## src/rtl/dsi_pkg.sv

```systemverilog
package dsi_pkg;

    typedef enum logic [1:0] {
        SW_GND  = 2'b00,
        SW_VIN  = 2'b01,
        SW_NREF = 2'b10
    } sw_sel_e;

    typedef enum logic [1:0] {
        PH_IDLE  = 2'b00,
        PH_CLR   = 2'b01,
        PH_INT   = 2'b10,
        PH_DEINT = 2'b11
    } phase_e;

    typedef struct packed {
        sw_sel_e sel;
        logic    clr;
    } sw_ctrl_t;

    function automatic sw_ctrl_t phase_to_switch(phase_e p);
        sw_ctrl_t c;
        c.clr = 1'b0;
        c.sel = SW_GND;
        case (p)
            PH_CLR:   c.clr = 1'b1;
            PH_INT:   c.sel = SW_VIN;
            PH_DEINT: c.sel = SW_NREF;
            default:  c.sel = SW_GND;
        endcase
        return c;
    endfunction

endpackage

```

## src/rtl/dsi_phase_ctrl.sv

```systemverilog
module dsi_phase_ctrl
    import dsi_pkg::*;
#(
    parameter int RES_BITS   = 8,
    parameter int CLR_CYCLES = 4
) (
    input  logic   clk,
    input  logic   rst,
    input  logic   start_i,
    input  logic   deint_end_i,
    output phase_e phase_o
);
    localparam int T1     = 1 << RES_BITS;
    localparam int LONGER = (T1 > CLR_CYCLES) ? T1 : CLR_CYCLES;
    localparam int TW     = $clog2(LONGER + 1);
    localparam logic [TW-1:0] CLR_LAST = TW'(CLR_CYCLES - 1);
    localparam logic [TW-1:0] INT_LAST = TW'(T1 - 1);

    phase_e        ph;
    logic [TW-1:0] tmr;

    // start_i is looked at only in PH_IDLE
    always_ff @(posedge clk) begin
        if (rst) begin
            ph  <= PH_IDLE;
            tmr <= '0;
        end else begin
            case (ph)
                PH_IDLE: begin
                    tmr <= '0;
                    if (start_i) ph <= PH_CLR;
                end
                PH_CLR: begin
                    if (tmr == CLR_LAST) begin
                        ph  <= PH_INT;
                        tmr <= '0;
                    end else begin
                        tmr <= tmr + TW'(1);
                    end
                end
                PH_INT: begin
                    if (tmr == INT_LAST) begin
                        ph  <= PH_DEINT;
                        tmr <= '0;
                    end else begin
                        tmr <= tmr + TW'(1);
                    end
                end
                PH_DEINT: begin
                    if (deint_end_i) ph <= PH_IDLE;
                end
                default: ph <= PH_IDLE;
            endcase
        end
    end

    assign phase_o = ph;
endmodule

```

## src/rtl/dsi_t2_counter.sv

```systemverilog
module dsi_t2_counter
    import dsi_pkg::*;
#(
    parameter int RES_BITS = 8
) (
    input  logic                clk,
    input  logic                rst,
    input  phase_e              phase_i,
    input  logic                cmp_zero_i,
    output logic                end_o,
    output logic [RES_BITS:0]   result_o,
    output logic                done_o,
    output logic                ovr_o
);
    localparam logic [RES_BITS-1:0] CNT_MAX = '1;
    localparam logic [RES_BITS:0]   SAT_VAL = (RES_BITS+1)'(1) << RES_BITS;

    logic [RES_BITS-1:0] cnt;
    logic                in_deint;
    logic                hit;
    logic                runout;

    assign in_deint = (phase_i == PH_DEINT);
    assign hit      = in_deint && cmp_zero_i;              // gated by phase
    assign runout   = in_deint && !cmp_zero_i && (cnt == CNT_MAX);
    assign end_o    = hit || runout;

    always_ff @(posedge clk) begin
        if (rst) begin
            cnt      <= '0;
            result_o <= '0;
            done_o   <= 1'b0;
            ovr_o    <= 1'b0;
        end else begin
            done_o <= 1'b0;
            if (!in_deint) begin
                cnt <= '0;
            end else if (hit) begin
                result_o <= {1'b0, cnt};
                ovr_o    <= 1'b0;
                done_o   <= 1'b1;
            end else if (runout) begin
                result_o <= SAT_VAL;
                ovr_o    <= 1'b1;
                done_o   <= 1'b1;
            end else begin
                cnt <= cnt + RES_BITS'(1);
            end
        end
    end
endmodule

```

## src/rtl/dsi_switch_drive.sv

```systemverilog
module dsi_switch_drive
    import dsi_pkg::*;
(
    input  phase_e      phase_i,
    output logic [1:0]  sel_o,
    output logic        int_rst_o
);
    sw_ctrl_t ctl;

    always_comb begin
        ctl       = phase_to_switch(phase_i);
        sel_o     = ctl.sel;
        int_rst_o = ctl.clr;
    end
endmodule

```

## src/rtl/dual_slope_seq.sv

```systemverilog
module dual_slope_seq
    import dsi_pkg::*;
#(
    parameter int RES_BITS   = 8,
    parameter int CLR_CYCLES = 4
) (
    input  logic                clk,
    input  logic                rst,
    input  logic                start_i,
    input  logic                cmp_zero_i,
    output logic [1:0]          sel_o,
    output logic                int_rst_o,
    output logic [RES_BITS:0]   result_o,
    output logic                done_o,
    output logic                ovr_o
);
    phase_e phase;
    logic   deint_end;

    dsi_phase_ctrl #(
        .RES_BITS   (RES_BITS),
        .CLR_CYCLES (CLR_CYCLES)
    ) u_ctrl (
        .clk         (clk),
        .rst         (rst),
        .start_i     (start_i),
        .deint_end_i (deint_end),
        .phase_o     (phase)
    );

    dsi_t2_counter #(
        .RES_BITS (RES_BITS)
    ) u_cnt (
        .clk        (clk),
        .rst        (rst),
        .phase_i    (phase),
        .cmp_zero_i (cmp_zero_i),
        .end_o      (deint_end),
        .result_o   (result_o),
        .done_o     (done_o),
        .ovr_o      (ovr_o)
    );

    dsi_switch_drive u_sw (
        .phase_i   (phase),
        .sel_o     (sel_o),
        .int_rst_o (int_rst_o)
    );
endmodule

```

## config.mk

```make
export PLATFORM = sky130hd
export DESIGN_NAME = dual_slope_seq
export DESIGN_NICKNAME = d
export VERILOG_FILES = /design/src/rtl/dsi_pkg.sv /design/src/rtl/dsi_phase_ctrl.sv /design/src/rtl/dsi_t2_counter.sv /design/src/rtl/dsi_switch_drive.sv /design/src/rtl/dual_slope_seq.sv
export SDC_FILE = /design/constraint.sdc
export NUM_CORES = 1
export LEC_CHECK = 0
export BUFFER_PORTS_ARGS = -buffer_cell sky130_fd_sc_hd__buf_2
export CAP_MARGIN = 25
export CORE_MARGIN = 2
export CORE_UTILIZATION = 35
export DETAILED_ROUTE_END_ITERATION = 8
export GPL_TIMING_DRIVEN = 0
export PLACE_DENSITY = 0.56
export SYNTH_ARGS = -nofsm -noshare
export SYNTH_HDL_FRONTEND = slang
export SYNTH_SLANG_ARGS = --single-unit
```

## constraint.sdc

```tcl
create_clock -name clk -period 4.21 [get_ports clk]
set_input_delay 0.2105 -clock clk [delete_from_list [all_inputs] [get_ports clk]]
set_output_delay 0.2105 -clock clk [all_outputs]
set_load 0.1 [all_outputs]
```

[Word-level counts from Yosys, hierarchy flattened]
Index checks and enable logic that the tools add are counted.
Storage, ports and cells
  flip-flop bits (word level): 30
  input bits: 4
  output and inout port bits: 14
  logic and storage cells: 49
Operators by class
  $add $sub $neg: 2
  equal/unequal tests: 10
  multiplexer cells: 16
  bitwise gates (word level): 3
  reduce and logical (&&, ||, !) cells: 12
Operators with widths (count)
  $mux W9: 4
  $pmux W9 S3: 1
  $add A9 B1 Y9 const B: 1
  $eq A9 B2 Y1 const B: 1
  $eq A9 B8 Y1 const B: 1
  $add A8 B1 Y8 const B: 1
  $eq A8 B8 Y1 const B: 1
  $mux W2: 4
  $pmux W2 S4: 1
  $mux W1: 5
  $eq A2 B2 Y1 const B: 2
  $ne A2 B1 Y1 const B: 2
  $ne A2 B2 Y1 const B: 2
  $pmux W2 S2: 1
  $reduce_and A2 Y1: 2
  $reduce_and A4 Y1: 1
  $logic_and A1 B1 Y1: 3
  $not A1 Y1: 3
  $reduce_bool A3 Y1: 1
  $eq A2 B1 Y1 const B: 1
  $logic_not A2 Y1: 1
  $reduce_bool A2 Y1: 1
  $reduce_or A2 Y1: 1
  $logic_not A1 Y1: 1
  $logic_or A1 B1 Y1: 1

[Longest topological paths before layout]
  depth in word-level cells: 6
  mapped depth: 11
  gate-level depth less buffers: 9

[Modules after synthesis]
From an unflattened synthesis, not the netlist that was laid out.
Unflattened totals
  cell total of the unflattened synthesis: 183
  area total of the unflattened synthesis: 1709.1 sq um
By module, submodules not included
  dsi_t2_counter: times used 1, cells an instance 99, area an instance 933.4 sq um, seq. area each 360.3 sq um
  dsi_phase_ctrl: times used 1, cells an instance 81, area an instance 753.2 sq um, seq. area each 220.2 sq um
  dsi_switch_drive: times used 1, cells an instance 3, area an instance 22.5 sq um, seq. area each 0.0 sq um

[Worst setup path after synthesis]
OpenSTA, ideal clock, no wires.
  kind: register to register
  start: register u_ctrl.ph[1] (netlist: u_ctrl.phase_o[1])
  end: register u_ctrl.tmr[5]
  setup time: 0.106 ns
  data arrival time: 2.265 ns
  required time: 4.104 ns
  path slack: 1.839 ns
  stages on the path, launching flop included: 7
  path buffers: 0
  clock period less this slack: 2.371 ns
  cell sequence: dfxtp_1 > inv_1 > ha_1 > inv_1 > a41oi_4 > o211ai_1 > o311ai_0
Between the ends
  word-level cells in the longest chain between the ends: 2
  elaborated cells on any way between the ends: 5
  those cells by class: 2 x eq/ne; 1 x mux; 2 x reduce/logical
Ends and longest elaborated chain
  start: declaration: line dsi_phase_ctrl.sv:19  | phase_e ph;
  start signal: assignment: line dsi_phase_ctrl.sv:25  | ph <= PH_IDLE;
  start signal: assignment: line dsi_phase_ctrl.sv:31  | if (start_i) ph <= PH_CLR;
  start signal: assignment: line dsi_phase_ctrl.sv:35  | ph <= PH_INT;
  $eq A2 B2 Y1, or another cell as far along: line dsi_phase_ctrl.sv:28  | case (ph)
  $pmux W9 S3 / $reduce_bool A3 Y1 (equally long branches)
  end signal: assignment: line dsi_phase_ctrl.sv:38  | tmr <= tmr + TW'(1);
  end signal: assignment: line dsi_phase_ctrl.sv:46  | tmr <= tmr + TW'(1);
  end: declaration: line dsi_phase_ctrl.sv:20  | logic [TW-1:0] tmr;
Parallel ways exist; a longest one is shown, timed or not.
A chain may end at the register's enable or synchronous reset.

[Worst setup path after layout]
  start: register u_ctrl.tmr[3]
  end: register u_ctrl.tmr[5]
Between the ends
  word-level cells in the longest chain between the ends: 3
  elaborated cells on any way between the ends: 6
  those cells by class: 1 x add/sub; 2 x eq/ne; 3 x mux
Ends and longest elaborated chain (line)
  $add A9 B1 Y9, or another cell as far along: dsi_phase_ctrl.sv:38, dsi_phase_ctrl.sv:46
  $mux W9 (on tied branches): dsi_phase_ctrl.sv:42, dsi_phase_ctrl.sv:34
  $pmux W9 S3 *: dsi_phase_ctrl.sv:28
Mark *: on every way between the ends. The rest lies on a longest branch, timed or not.

==> reports/qor.csv <==
metric;value;unit
final_nets;215;
critPathSlowestCell;buf_1;
rsz0062_at_grt;false;
cts_buffers;5;
clk-insertion-delay-late;0.28;ns
antenna_left;0;
avgRoutedWirePerCell;13.26;µm
tns;0;ns
crit_path_end_kind;flop;
critPathKind;flop to flop;
crit_required;4.37;ns
relSlewSlack;65.66;%
final_cell_count_no_fill;253;
min_path_type;primary input to flop;
postCtsResizedCells;0;
routed-wl-met2;1581;µm
fin_crit;2.472;ns
antenna_found_initial;0;
cp.arrival;2.64;ns
first_iter_violations;62;
fp-row-count;24;
start_util;36.53;%
gp_congestion;0.7911;
final_common_cell;dfxtp_1;
h-tree-depth;2;
syn_nets;191;
grt_usage;14.68;%
ys_seq_area_share;36.25;%
met3_length;115;µm
hold_slack;0.3046;ns
utilization;42.69;%
syn_avg_cell_area;9.100;µm²
via_count;1313;
synth_ff_type;dfxtp_1;
fmax;404.5;MHz
synth-seq-cells;29;
first_pass_iters;4;
grt_max_degree;11;
syn2layout_area_growth;16.88;%
timing.final.crit_share;58.72;%
async_reset_ff_share;0;%
routed_wl;3354;µm
regArea;580.6;µm²
top_layer_used;met4;
synth_cell_type_count;45;
worst_pin_slew;0.5152;ns
finalMaxSlewViolations;0;
cts_hold_buf;0;
max-vdd-ir-drop;0.0002131;V
cts.sinks;29;
clk_pin_slew_worst_paths;0.07;ns
cts_tree;yes;
fin_skew;0.009613;ns
die_x;71.65;µm
grt_pass1_wl;5975;µm
critPathTopFamily;compound AO/OA/AOI/OAI gates;
multi_input_area;915.9;µm²
path_max_fanout;9;
total_power;863.6;µW
dpl.cell_count;245;
path_cells;and4_2 -> and2_1 -> nand3_1 -> inv_1 -> ha_1 -> nor2b_1 -> buf_1 -> o211ai_1 -> o311ai_0;
io_pins;18;
fillers;445;
power.leakage;0.7076;nW
outcome;finished clean;
yosys_warnings;0;
syn-cell-area;0.001602;mm²
viasPerCell;5.190;
power_density;461.4;mW/mm²
final_cell_mix;dfxtp_1, nor2_1, buf_2;
die_h;71.65;µm
grt_pass1_vias;1292;
drc;0;
cts_root_buf;clkbuf_8;
maxCapViolations;0;
place_hpwl;2407;µm
netlist_instances;176;
dieArea;0.005133;mm²
hold_viol;0;
fp.coreArea;0.004384;mm²
crit_buf_inv;2;
clock_path_buffers;2;
post_cts_buffers;0;
portBuffers;17;
synth_edf_count;0;
worstSetupStartpointType;flop;
setup_violations;0;
n_antenna_cell;0;
globalRouteOverflowTotal;0;
wl_met1;1611;µm
drive_gt1_share;18.91;%
critPathMaxStageDelay;0.42;ns
[report_power, final]
group / switching (mW) / internal [mW] / leakage, nW / total [mW]
clock network: 0.111 / 0.192 / 0.0574 / 0.303
logic: 0.184 / 0.0746 / 0.416 / 0.258
registers: 0.0162 / 0.286 / 0.234 / 0.302
[per-stage QoR]
step / area [µm²] / setup WS, ns
2_1_floorplan: 1602 / 1.839
3_3_place_gp: 1752 / 1.781
3_5_place_dp: 1752 / 1.749
4_1_cts: 1872 / 1.727
5_1_grt: 1872 / 1.480
6_report: 1872 / 1.738
[kinds of logic after synthesis]
kind of cell    share of synthesized area, %
buf+inv                                6.562
flops                                  36.25
xor+xnor                               2.735
compound gates                         23.52
mux                                    2.578
fa+ha+maj                              8.594
simple gates                           19.77
[Yosys cell counts (2+ instances only)]
cell       instances  area [µm²]
clkbuf_1           4       15.01
xnor2_1            3       26.28
nor3_1             3       15.01
inv_1             13       48.80
clkbuf_2           2       10.01
ha_1              11       137.6
nor2_1            20       75.07
nand2b_1           5       31.28
nand4_1            3       18.77
o221ai_1           2       17.52
a21oi_1            4       20.02
dfxtp_1           29       580.6
a31oi_1            2       12.51
and2_1             6       37.54
xor2_1             2       17.52
nand3_1            6       30.03
a311oi_1           3       26.28
o2111ai_1          2       17.52
o311ai_0           2       17.52
a22oi_1            9       67.56
mux2i_1            3       30.03
o211ai_1           7       52.55
buf_1              2       7.510
a2111oi_4          2       55.05
nand2_1           11       41.29
[metal layers]
| layer | vias to the layer above | track usage, % |
|---|---|---|
| li1 | 687 | - |
| met1 | 603 | 18.89 |
| met2 | 18 | 23.15 |
| met3 | 5 | 3.516 |
| met4 | 0 | 6.918 |
| met5 | - | 0 |
[path summary, 6_finish.rpt]
| path | from | to | slack [ns] | depth (start not counted) |
|---|---|---|---|---|
| worst max register to register | u_ctrl.tmr[3] | u_ctrl.tmr[5] | 1.74 | 9 |
| worst min-delay path | rst | u_ctrl.phase_o[1] | 0.30 | 3 |
| worst max-delay path | u_ctrl.tmr[3] | u_ctrl.tmr[5] | 1.74 | 9 |
| worst min register to register | u_cnt.result_o[0] | u_cnt.result_o[0] | 0.50 | 2 |
[worst register-to-register path, stage by stage, from the launching register on]
cell and delay, ns:
dfxtp_1 0.39, and4_2 0.28, and2_1 0.17, nand3_1 0.10
inv_1 0.06, ha_1 0.17, nor2b_1 0.10, buf_1 0.42
o211ai_1 0.29, o311ai_0 0.38
[final cells by class]
| cell class | count | share of cell area [%] |
|---|---|---|
| multi-input combinational | 123 | 48.93 |
| sequential | 29 | 31.02 |
| timing repair buffer | 17 | 4.545 |
| clock buffer | 6 | 4.412 |
| tap | 52 | 3.476 |
| buffer | 11 | 3.008 |
| inverter | 13 | 2.607 |
| clock inverter | 2 | 2.005 |
[registers in the layout, summed over array words and instances, names as in the netlist]
| name | count |
|---|---|
| u_ctrl.phase_o | 2 |
| u_cnt.done_o | 1 |
| u_cnt.ovr_o | 1 |
| u_cnt.result_o | 8 |
| u_ctrl.tmr | 9 |
| u_cnt.cnt | 8 |
(Power assumes the default switching activity.)
